--- config.mk ---
export PLATFORM = sky130hd
export DESIGN_NAME = thermal_scan_ctrl
export DESIGN_NICKNAME = d
export VERILOG_FILES = /design/src/rtl/thermal_pkg.sv /design/src/rtl/thermal_regfile.sv /design/src/rtl/thermal_scanner.sv /design/src/rtl/thermal_results.sv /design/src/rtl/thermal_scan_ctrl.sv
export SDC_FILE = /design/constraint.sdc
export NUM_CORES = 2
export LEC_CHECK = 0
export BUFFER_PORTS_ARGS = -buffer_cell sky130_fd_sc_hd__buf_2
export CAP_MARGIN = 15
export CORE_ASPECT_RATIO = 1.4
export CORE_UTILIZATION = 57
export CTS_CLUSTER_DIAMETER = 40
export DETAILED_ROUTE_END_ITERATION = 8
export GPL_TIMING_DRIVEN = 0
export PLACE_DENSITY = 0.85
export SYNTH_ARGS = -nofsm -noshare
export SYNTH_HDL_FRONTEND = slang
export SYNTH_SLANG_ARGS = --single-unit
--- constraint.sdc ---
create_clock -name clk -period 5.5 [get_ports clk]
set_input_delay 1.1 -clock clk [delete_from_list [all_inputs] [get_ports clk]]
set_output_delay 1.1 -clock clk [all_outputs]
set_load 0.03 [all_outputs]
--- src/rtl/thermal_pkg.sv ---
`timescale 1ns/1ps
package thermal_pkg;
  localparam int NRANGE  = 16;
  localparam int NADJ    = 16;
  localparam int NEMR    = 3;
  localparam int IVL_RST = 15;

  localparam logic [11:0] A_MODE  = 12'h000;
  localparam logic [11:0] A_SITE  = 12'h008;
  localparam logic [11:0] A_IVL1  = 12'h008;
  localparam logic [11:0] A_IVL2  = 12'h00C;
  localparam logic [11:0] A_IER   = 12'h020;
  localparam logic [11:0] A_TCFG  = 12'h080;
  localparam logic [11:0] A_SCFG  = 12'h084;
  localparam logic [11:0] A_RES   = 12'h100;
  localparam logic [11:0] A_ADJ   = 12'h304;
  localparam logic [11:0] A_REVID = 12'hBF8;
  localparam logic [11:0] A_EMR   = 12'hF00;
  localparam logic [11:0] A_RNG   = 12'hF10;

  typedef enum logic {SC_SCAN, SC_WAIT} scan_st_e;
endpackage

--- src/rtl/thermal_regfile.sv ---
`timescale 1ns/1ps
module thermal_regfile
  import thermal_pkg::*;
#(
  parameter int REV    = 2,
  parameter int NSITE  = 16,
  parameter int RAW_W  = 10,
  parameter int TW     = 10,
  parameter int IVL_W  = 4
) (
  input  logic                   clk,
  input  logic                   rst_n,
  input  logic                   bus_we,
  input  logic [11:0]            bus_addr,
  input  logic [31:0]            bus_wdata,
  output logic [31:0]            bus_rdata,
  input  logic [NSITE-1:0]       res_valid,
  input  logic [NSITE*RAW_W-1:0] res_temp,
  output logic                   mode_en,
  output logic [NSITE-1:0]       site_mask,
  output logic [IVL_W-1:0]       ivl,
  output logic                   cal_we,
  output logic [31:0]            cal_temp_cfg,
  output logic [31:0]            cal_sens_cfg
);
  localparam logic [11:0]      A_IVL = (REV == 1) ? A_IVL1 : A_IVL2;
  localparam logic [RAW_W-1:0] TMASK = RAW_W'((1 << TW) - 1);

  logic [31:0] mode_q, site_q, ivl_q, ier_q, tcfg_q, scfg_q, cal_t_q, cal_s_q;
  logic [31:0] rng_q [NRANGE];
  logic [31:0] adj_q [NADJ];
  logic [31:0] emr_q [NEMR];
  logic        cal_we_q;

  logic        hit_mode, hit_site, hit_ivl, hit_ier, hit_tcfg, hit_scfg, hit_rev;
  logic        hit_rng, hit_adj, hit_emr, hit_res;
  logic [11:0] rng_off, adj_off, emr_off, res_off;
  logic [3:0]  rng_idx, adj_idx, res_idx;
  logic [1:0]  emr_idx;

  // address decode
  always_comb begin
    hit_mode = (bus_addr == A_MODE);
    hit_site = (REV == 2) && (bus_addr == A_SITE);
    hit_ivl  = (bus_addr == A_IVL);
    hit_ier  = (bus_addr == A_IER);
    hit_tcfg = (bus_addr == A_TCFG);
    hit_scfg = (bus_addr == A_SCFG);
    hit_rev  = (bus_addr == A_REVID);
    rng_off  = bus_addr - A_RNG;
    adj_off  = bus_addr - A_ADJ;
    emr_off  = bus_addr - A_EMR;
    res_off  = bus_addr - A_RES;
    hit_rng  = (bus_addr >= A_RNG) && (rng_off < 12'(4*NRANGE)) && (bus_addr[1:0] == 2'b00);
    hit_adj  = (bus_addr >= A_ADJ) && (adj_off < 12'(16*NADJ)) && (adj_off[3:0] == 4'h0);
    hit_emr  = (bus_addr >= A_EMR) && (emr_off < 12'(4*NEMR)) && (bus_addr[1:0] == 2'b00);
    hit_res  = (bus_addr >= A_RES) && (res_off < 12'(16*NSITE)) && (res_off[3:0] == 4'h0);
    rng_idx  = rng_off[5:2];
    adj_idx  = adj_off[7:4];
    emr_idx  = emr_off[3:2];
    res_idx  = res_off[7:4];
  end

  // storage with explicit write enables
  always_ff @(posedge clk or negedge rst_n) begin
    if (!rst_n) begin
      mode_q   <= '0;
      site_q   <= '0;
      ivl_q    <= 32'(IVL_RST);
      ier_q    <= '0;
      tcfg_q   <= '0;
      scfg_q   <= '0;
      cal_t_q  <= '0;
      cal_s_q  <= '0;
      cal_we_q <= 1'b0;
      for (int k = 0; k < NRANGE; k++) rng_q[k] <= '0;
      for (int k = 0; k < NADJ; k++)   adj_q[k] <= '0;
      for (int k = 0; k < NEMR; k++)   emr_q[k] <= '0;
    end else begin
      cal_we_q <= bus_we && hit_scfg;
      if (bus_we && hit_mode) mode_q <= bus_wdata;
      if (bus_we && hit_site) site_q <= bus_wdata;
      if (bus_we && hit_ivl)  ivl_q  <= bus_wdata;
      if (bus_we && hit_ier)  ier_q  <= bus_wdata;
      if (bus_we && hit_tcfg) tcfg_q <= bus_wdata;
      if (bus_we && hit_scfg) begin
        scfg_q  <= bus_wdata;
        cal_t_q <= tcfg_q;
        cal_s_q <= bus_wdata;
      end
      if (bus_we && hit_rng) rng_q[rng_idx] <= bus_wdata;
      if (bus_we && hit_adj) adj_q[adj_idx] <= bus_wdata;
      if (bus_we && hit_emr) emr_q[emr_idx] <= bus_wdata;
    end
  end

  // read mux
  always_comb begin
    bus_rdata = '0;
    if (hit_mode)      bus_rdata = mode_q;
    else if (hit_site) bus_rdata = site_q;
    else if (hit_ivl)  bus_rdata = ivl_q;
    else if (hit_ier)  bus_rdata = ier_q;
    else if (hit_tcfg) bus_rdata = tcfg_q;
    else if (hit_scfg) bus_rdata = scfg_q;
    else if (hit_rev)  bus_rdata = {16'h0000, 8'(REV), 8'h00};
    else if (hit_rng)  bus_rdata = rng_q[rng_idx];
    else if (hit_adj)  bus_rdata = adj_q[adj_idx];
    else if (hit_emr)  bus_rdata = emr_q[emr_idx];
    else if (hit_res) begin
      bus_rdata     = 32'(res_temp[res_idx*RAW_W +: RAW_W] & TMASK);
      bus_rdata[31] = res_valid[res_idx];
    end
  end

  // site mask layout chosen by revision
  for (genvar n = 0; n < NSITE; n++) begin : g_mask
    if (REV == 1) begin : g_rev1
      assign site_mask[n] = mode_q[15-n];
    end else begin : g_rev2
      assign site_mask[n] = site_q[n];
    end
  end

  assign mode_en      = mode_q[31];
  assign ivl          = ivl_q[IVL_W-1:0];
  assign cal_we       = cal_we_q;
  assign cal_temp_cfg = cal_t_q;
  assign cal_sens_cfg = cal_s_q;
endmodule

--- src/rtl/thermal_scanner.sv ---
`timescale 1ns/1ps
module thermal_scanner
  import thermal_pkg::*;
#(
  parameter int NSITE    = 16,
  parameter int IVL_W    = 4,
  parameter int PRESCALE = 8,
  parameter int SITE_W   = $clog2(NSITE)
) (
  input  logic              clk,
  input  logic              rst_n,
  input  logic              mode_en,
  input  logic [NSITE-1:0]  site_mask,
  input  logic [IVL_W-1:0]  ivl,
  output logic              sens_stb,
  output logic [SITE_W-1:0] sens_site
);
  localparam int PTR_W = SITE_W + 1;
  localparam int CNT_W = $clog2((1 << IVL_W) * PRESCALE);

  scan_st_e          st_q, st_d;
  logic [PTR_W-1:0]  ptr_q, ptr_d, nxt_ptr;
  logic [CNT_W-1:0]  cnt_q, cnt_d, cnt_load;
  logic              found, more;
  logic [SITE_W-1:0] pick;

  // first enabled site at or above the pointer, and whether another follows
  always_comb begin
    found   = 1'b0;
    more    = 1'b0;
    pick    = '0;
    nxt_ptr = '0;
    for (int k = 0; k < NSITE; k++) begin
      if (site_mask[k] && (k >= int'(ptr_q))) begin
        if (!found) begin
          found   = 1'b1;
          pick    = SITE_W'(k);
          nxt_ptr = PTR_W'(k + 1);
        end else begin
          more = 1'b1;
        end
      end
    end
  end

  assign cnt_load = CNT_W'((int'(ivl) + 1) * PRESCALE - 1);

  always_comb begin
    st_d  = st_q;
    ptr_d = ptr_q;
    cnt_d = cnt_q;
    if (!mode_en) begin
      st_d  = SC_SCAN;
      ptr_d = '0;
      cnt_d = '0;
    end else begin
      case (st_q)
        SC_SCAN: begin
          if (found) ptr_d = nxt_ptr;
          if (!found || !more) begin
            st_d  = SC_WAIT;
            cnt_d = cnt_load;
          end
        end
        SC_WAIT: begin
          if (cnt_q == '0) begin
            st_d  = SC_SCAN;
            ptr_d = '0;
          end else begin
            cnt_d = cnt_q - 1'b1;
          end
        end
        default: st_d = SC_SCAN;
      endcase
    end
  end

  always_ff @(posedge clk or negedge rst_n) begin
    if (!rst_n) begin
      st_q  <= SC_SCAN;
      ptr_q <= '0;
      cnt_q <= '0;
    end else begin
      st_q  <= st_d;
      ptr_q <= ptr_d;
      cnt_q <= cnt_d;
    end
  end

  assign sens_stb  = mode_en && (st_q == SC_SCAN) && found;
  assign sens_site = pick;
endmodule

--- src/rtl/thermal_results.sv ---
`timescale 1ns/1ps
module thermal_results #(
  parameter int NSITE  = 16,
  parameter int RAW_W  = 10,
  parameter int SITE_W = $clog2(NSITE)
) (
  input  logic                   clk,
  input  logic                   rst_n,
  input  logic                   mode_en,
  input  logic                   samp_stb,
  input  logic [SITE_W-1:0]      samp_site,
  input  logic [RAW_W-1:0]       samp_raw,
  input  logic                   samp_ok,
  output logic [NSITE-1:0]       res_valid,
  output logic [NSITE*RAW_W-1:0] res_temp
);
  for (genvar n = 0; n < NSITE; n++) begin : g_site
    logic             hit, val_q, val_d;
    logic [RAW_W-1:0] tmp_q, tmp_d;

    always_comb begin
      hit   = samp_stb && (samp_site == SITE_W'(n));
      val_d = val_q;
      tmp_d = tmp_q;
      if (!mode_en) begin
        val_d = 1'b0;
      end else if (hit) begin
        val_d = samp_ok;
        if (samp_ok) tmp_d = samp_raw;
      end
    end

    always_ff @(posedge clk or negedge rst_n) begin
      if (!rst_n) begin
        val_q <= 1'b0;
        tmp_q <= '0;
      end else begin
        val_q <= val_d;
        tmp_q <= tmp_d;
      end
    end

    assign res_valid[n]                 = val_q;
    assign res_temp[n*RAW_W +: RAW_W]   = tmp_q;
  end
endmodule

--- src/rtl/thermal_scan_ctrl.sv ---
`timescale 1ns/1ps
module thermal_scan_ctrl #(
  parameter int REV      = 2,
  parameter int NSITE    = 16,
  parameter int RAW_W    = 10,
  parameter int IVL_W    = 4,
  parameter int PRESCALE = 8
) (
  input  logic        clk,
  input  logic        rst_n,
  input  logic        bus_we,
  input  logic [11:0] bus_addr,
  input  logic [31:0] bus_wdata,
  output logic [31:0] bus_rdata,
  output logic        sens_stb,
  output logic [3:0]  sens_site,
  input  logic [9:0]  sens_raw,
  input  logic        sens_ok,
  output logic        cal_we,
  output logic [31:0] cal_temp_cfg,
  output logic [31:0] cal_sens_cfg
);
  localparam int SITE_W = $clog2(NSITE);
  localparam int TW     = (REV == 1) ? 8 : 10;

  logic                   mode_en;
  logic [NSITE-1:0]       site_mask;
  logic [IVL_W-1:0]       ivl;
  logic [NSITE-1:0]       res_valid;
  logic [NSITE*RAW_W-1:0] res_temp;
  logic [SITE_W-1:0]      site_idx;

  thermal_regfile #(
    .REV(REV), .NSITE(NSITE), .RAW_W(RAW_W), .TW(TW), .IVL_W(IVL_W)
  ) u_regs (
    .clk(clk), .rst_n(rst_n),
    .bus_we(bus_we), .bus_addr(bus_addr), .bus_wdata(bus_wdata), .bus_rdata(bus_rdata),
    .res_valid(res_valid), .res_temp(res_temp),
    .mode_en(mode_en), .site_mask(site_mask), .ivl(ivl),
    .cal_we(cal_we), .cal_temp_cfg(cal_temp_cfg), .cal_sens_cfg(cal_sens_cfg)
  );

  thermal_scanner #(
    .NSITE(NSITE), .IVL_W(IVL_W), .PRESCALE(PRESCALE), .SITE_W(SITE_W)
  ) u_scan (
    .clk(clk), .rst_n(rst_n),
    .mode_en(mode_en), .site_mask(site_mask), .ivl(ivl),
    .sens_stb(sens_stb), .sens_site(site_idx)
  );

  thermal_results #(
    .NSITE(NSITE), .RAW_W(RAW_W), .SITE_W(SITE_W)
  ) u_res (
    .clk(clk), .rst_n(rst_n), .mode_en(mode_en),
    .samp_stb(sens_stb), .samp_site(site_idx),
    .samp_raw(sens_raw[RAW_W-1:0]), .samp_ok(sens_ok),
    .res_valid(res_valid), .res_temp(res_temp)
  );

  assign sens_site = 4'(site_idx);
endmodule

; ---- After elaboration in Yosys (flattened, before gate mapping)
; Cells that the tools add are included.
; W data, S select, Z words.
[op_classes]
add_sub_neg = 7
mul = 1
n_div = 0
order_cmp = 31
eq_ne = 41
n_shift = 1
muxes = 182
bitwise = 4
reduce_logical = 81
[op_table]
columns = operator, n
row1 = $bwmux W512, 2
row2 = $mux W32, 20
row3 = $bmux W32 S4, 2
row4 = $demux W32 S4, 2
row5 = $mux W5, 33
row6 = $shiftx A160 B9 Y10, 1
row7 = $mux W4, 29
row8 = $bwmux W96, 1
row9 = $mux W1, 84
row10 = $bmux W32 S2, 1
row11 = $demux W32 S2, 1
row12 = $logic_and A1 B1 Y1, 54
row13 = $reduce_and A3 Y1, 16
row14 = $ge A4 B5 Y1 const A, 8
row15 = $eq A4 B4 Y1 const B, 8
row16 = $ne A2 B1 Y1 const B, 16
row17 = $eq A12 B4 Y1 const B, 2
row18 = $eq A12 B8 Y1 const B, 2
row19 = $ge A12 B12 Y1 const B, 2
row20 = $lt A12 B9 Y1 const B, 2
row21 = $sub A12 B12 Y12 const B, 2
row22 = $mux W7, 3
row23 = $ge A3 B5 Y1 const A, 4
row24 = $eq A4 B3 Y1 const B, 4
row25 = 37 further kinds, 49
[word_totals]
ff_bits = 1534
latch_bits = 0
ramBits = 0
mem_bits_ro = 0
inputBits = 58
n_memories = 0

; ---- Longest topological paths before layout
[depth]
depth_word = 38
mapped_depth = 17

; ---- By module
; A second synthesis with hierarchy kept.
[hier_totals]
cells_unflattened = 5693
area_unflattened_um2 = 75324.7
[modules_own_cells]
columns = mod, instances, cells_each, area_each_um2, seq_area_each_um2
row1 = thermal_regfile, 1, 5028, 66736.5, 33662.3
row2 = thermal_results, 1, 444, 6989.2, 4404.2
row3 = thermal_scanner, 1, 221, 1599.0, 325.3

; ---- Worst setup path after synthesis
; OpenSTA, ideal clock, no wires.
[synth_timing]
path_type = input to output
startpoint = input bus_addr[5]
endpoint = output bus_rdata[4]
t_arrival_ns = 4.902
slack_ns = -0.502
stages = 15
n_path_buf = 7
path_cell_list = buf_2 -> inv_1 -> clkbuf_1 -> clkbuf_1 -> clkbuf_1 -> ha_1 -> buf_1 -> nand3b_1 -> nor4_1 -> clkbuf_1 -> buf_1 -> nand2_1 -> nand3_1 -> a31oi_1 -> nor3_1
[synth_via]
elab_chain_cells = 15
word_cells_on_any_way = 48
[synth_rtl]
columns = element, line_no
row1 = start: declaration, thermal_scan_ctrl.sv:12  ; input logic [11:0] bus_addr,
row2 = "parallel branches: the longest is 14 deep, another holds $sub A12 B9 Y12", -
row3 = $mux W32 *, thermal_regfile.sv:100  ; if (hit_mode) bus_rdata = mode_q;
row4 = end: declaration, thermal_scan_ctrl.sv:14  ; output logic [31:0] bus_rdata,
; Mark *: on every way between the ends. The select of a mux whose other input is x is not followed.

; ---- Worst setup path in the final report
[layout_timing]
startpoint = input bus_addr[3]
endpoint = output bus_rdata[11]
[layout_via]
elab_chain_cells = 15
word_cells_on_any_way = 45
[layout_rtl]
columns = element, line_no
row1 = "parallel branches: the longest is 14 deep, another holds $sub A12 B12 Y12", -
row2 = $mux W32 *, thermal_regfile.sv:100
; Marks and branches as above.

==> summary.md <==
| Metric | Value |
|---|---|
| Status | finished, violations left |
| Failing checks | negative setup slack |
| Worst reg2reg setup slack | 1.67 ns |
| Setup Viol. Count Final | 29 |
| First-pass GRT wire length | 444500 µm |
| Commonest non-fill, non-tap cell in the layout | dfrtp_1 |
| Final design utilization | 67.13% |
| Final std cells w/o fill | 7794 |
| Total power | 25.90 mW |
| Fraction of layout cells with a size suffix above 1 | 45.53% |
| Reg2reg start | u_regs.site_q[6]$_DFFE_PN0P_ |
| Final Skew | 0.03044 ns |
| P per Cell Area | 299.0 mW/mm² |
| Total die area | 0.1313 mm² |
| CP arrival | 4.60 ns |
| Cts hold-fix bufs | 0 |
| I/O pin count | 160 |
| YS warnings | 0 |
| CTS buffer count | 173 |
| Most frequent cells in the layout | 1530 x dfrtp_1, 1511 x mux2_2, 265 x clkbuf_1 |
| DR iter-0 viols | 8169 |
| Clock-pin slew on the worst setup and hold paths | 0.05 ns |
| Min setup slack post-route | -0.2002 ns |
| Fmax | 175.4 MHz |
| Worst-path fanout max | 10 |
| DR WL/cell | 41.03 µm |
| Fill cell count | 8954 |
| Syn avg cell area | 13.50 µm² |
| Sw Ratio | 26.38% |
| Post-route minimum period | 5.700 ns |
| Placed instance area | 0.07773 mm² |
| Setup crit start kind | input pin |
| R2R depth | 8 |
| Final Max Tran Viols | 0 |
| Int Pwr | 19.07 mW |
| Nets | 5964 |
| Critical Path Sink Type | output pin |
| DR vias | 57550 |
| Hold Path Class | in2async |
| Area Overhead vs Synth | 16.99% |
| VDD IR-drop max | 0.3678 mV |
| Leak pwr | 41.86 nW |
| Total routed wirelength | 319800 µm |
| DRT Pass-1 Iters | 8 |
| Row count | 156 |
| Cell area after layout | 0.08661 mm² |
| IO Port Bufs | 156 |
| Async set or reset register ratio after synthesis | 100.0% |
| Overflow after GRT | 0 |
| Cell count after synthesis | 5485 |
| Total GRT Usage | 48.99% |
| Max-cap violations | 0 |
| Detailed placement HPWL | 224000 µm |
| Post-Place Worst Slack | -3.821 ns |
| Clk Latency, worst-skew pair | 0.85 ns |
| Antenna violations before repair | 41 |
| CTS tree | built |
| Final ANT Viol Nets | 0 |
| DRC | 0 |
| GP Congestion | 1.069 |
| Ys flop type | dfrtp_1 |
| Starting Density | 57.38% |
| Vias in the first global route | 57730 |
| Yosys reg bits | 1534 |
| Worst EP required | 4.40 ns |
| Die Height | 428.4 µm |
| Sinks on Clock Net | 1534 |
| Relative slew slack | 10.42% |
| Share of the cycle needed by the critical path after routing | 103.6% |
| Core ar. | 0.1290 mm² |
| Psw | 6.831 mW |
| Combinational Power Share | 8.5% |
| RSZ-0062 raised after global routing | true |
| H-tree levels | 4 |
| Post-DR vias/cell | 7.384 |
| Syn nets | 5552 |
| Largest net degree at the start of global routing | 178 |
| Worst R2R End | u_res.g_site[8].tmp_q[1]$_DFFE_PN0P_ |
| Placed cell count | 7415 |
| Clock power frac | 47.6% |
| Yosys cell types | 86 |
| Worst slew pin tran | 1.344 ns |
| Longest Clk Path Bufs | 3 |
| Register area share after synthesis | 51.86% |
| Seq pwr share | 43.8% |
| CTS root buf | clkbuf_16 |
| Final hold viol count | 0 |
| Die width | 306.6 µm |
| Mapped Area | 0.07403 mm² |
| Setup CP Type | in2out |
| Number of synthesized flops with an enable pin | 0 |
critical path, cell delays in order:
cell	delay (ns)
buf_2	0.19
buf_8	0.20
o21a_2	0.31
nor2_1	0.31
clkbuf_4	0.43
clkbuf_2	0.46
a211oi_1	0.15
nor3_1	0.58
o31a_1	0.44
o21bai_2	0.18
buf_2	0.21
what timing repair did:
| action | CTS | global route |
|---|---|---|
| setup endpoints to repair | 771 | 30 |
| gates cloned | 0 | 0 |
| pin swaps | 46 | 25 |
| resized for setup | 634 | 100 |
| setup buffers | 39 | 12 |
Yosys cell counts (all sizes together) (10+ instances only):
master     n  area (µm²)
a21oi     80       419.2
o31ai     12       90.09
a311oi    27       236.5
o211ai    15       112.6
a22oi     21       157.7
a31oi     15       93.84
mux4     232        5225
mux2i    151        1511
o311a     26       260.3
nand2b    10       62.56
and3      11       68.82
clkbuf   365        1370
a211oi    26       195.2
nor3      69       376.6
a221oi    76       665.6
dfrtp   1530       38290
o21ai     88       440.4
a221o     23       230.2
o22ai     50       312.8
nor2     176       673.2
or3      103       644.4
nand2    169       636.9
inv       22       87.58
nand3     50       265.3
o311ai   134        1174
or4       53       397.9
buf      201       962.2
mux2    1518       17090
nand4     20       125.1
nor4      13       100.1
nor2b     23       143.9
o221ai    27       236.5
worst max path at each step:
stage	start	to	slack, ns	depth (start not counted)
2_1_floorplan	bus_addr[5]	bus_rdata[18]	0.005	16
3_3_place_gp	rst_n	u_regs.adj_q[322]$_DFFE_PN0P_	-29.35	1
3_5_place_dp	bus_addr[5]	bus_rdata[2]	-3.82	17
4_1_cts	bus_addr[5]	bus_rdata[2]	-0.03	18
5_1_grt	bus_addr[5]	bus_rdata[2]	-0.03	16
6_report	bus_addr[3]	bus_rdata[11]	-0.20	11
logic make-up after synthesis:
logic type | share of synthesized area [%]
multiplexers | 32.19
flip-flops | 51.86
AND/OR/NAND/NOR | 5.003
AO/OA/AOI/OAI | 7.412
buffers and inverters | 3.274
XOR/XNOR | 0.1065
adder cells (fa/ha/maj) | 0.1521
sequential cells by signal, indices dropped and copies added (netlist names):
register	count
u_regs.adj_q	512
u_regs.rng_q	512
u_res.g_site.tmp_q	160
u_regs.emr_q	96
u_regs.cal_temp_cfg	32
u_regs.ier_q	32
u_regs.ivl_q	32
u_regs.mode_q	32
u_regs.scfg_q	32
u_regs.site_q	32
u_regs.tcfg_q	32
u_res.g_site.val_q	16
u_scan.cnt_q	7
u_scan.ptr_q	5
u_regs.cal_we	1
u_scan.st_q	1
metal layers:
layer | track usage [%] | share of wire [%]
met2 | 71.33 | 44
met5 | 0.4061 | 0.097
met1 | 56.56 | 33
met3 | 18.58 | 12
met4 | 42.76 | 11
power groups by stage:
stage               Combinational, mW  Sequential (mW)  Clock (mW)
detailed placement               1.85             11.6           0
global route                     2.20             11.3        12.7
finish                           2.21             11.4        12.3
CTS                              2.04             11.4        12.3
floorplan                       0.743             11.6           0
global placement                 1.78             11.6           0
layout make-up:
class	count	area (µm²)	share of cell area, %
Clock inverter	93	1187	1.371
Timing Repair Buffer	249	2041	2.356
Sequential cell	1534	38390	44.33
Multi-Input combinational cell	3362	34360	39.67
Antenna cell	20	50.05	0.05779
Inverter	23	108.9	0.1257
Tap cell	1738	2175	2.511
Clock buffer	221	4823	5.569
Buffer	554	3475	4.012
through the flow:
step	hold slack, ns	setup TNS [ns]
6_report	0.1672	-2.602
4_1_cts	0.1700	-0.04153
3_3_place_gp	0.4642	-
5_1_grt	0.1879	-0.08054
2_1_floorplan	0.4532	0
3_5_place_dp	0.4787	-1554.81
Power figures use the tool's default switching activity.
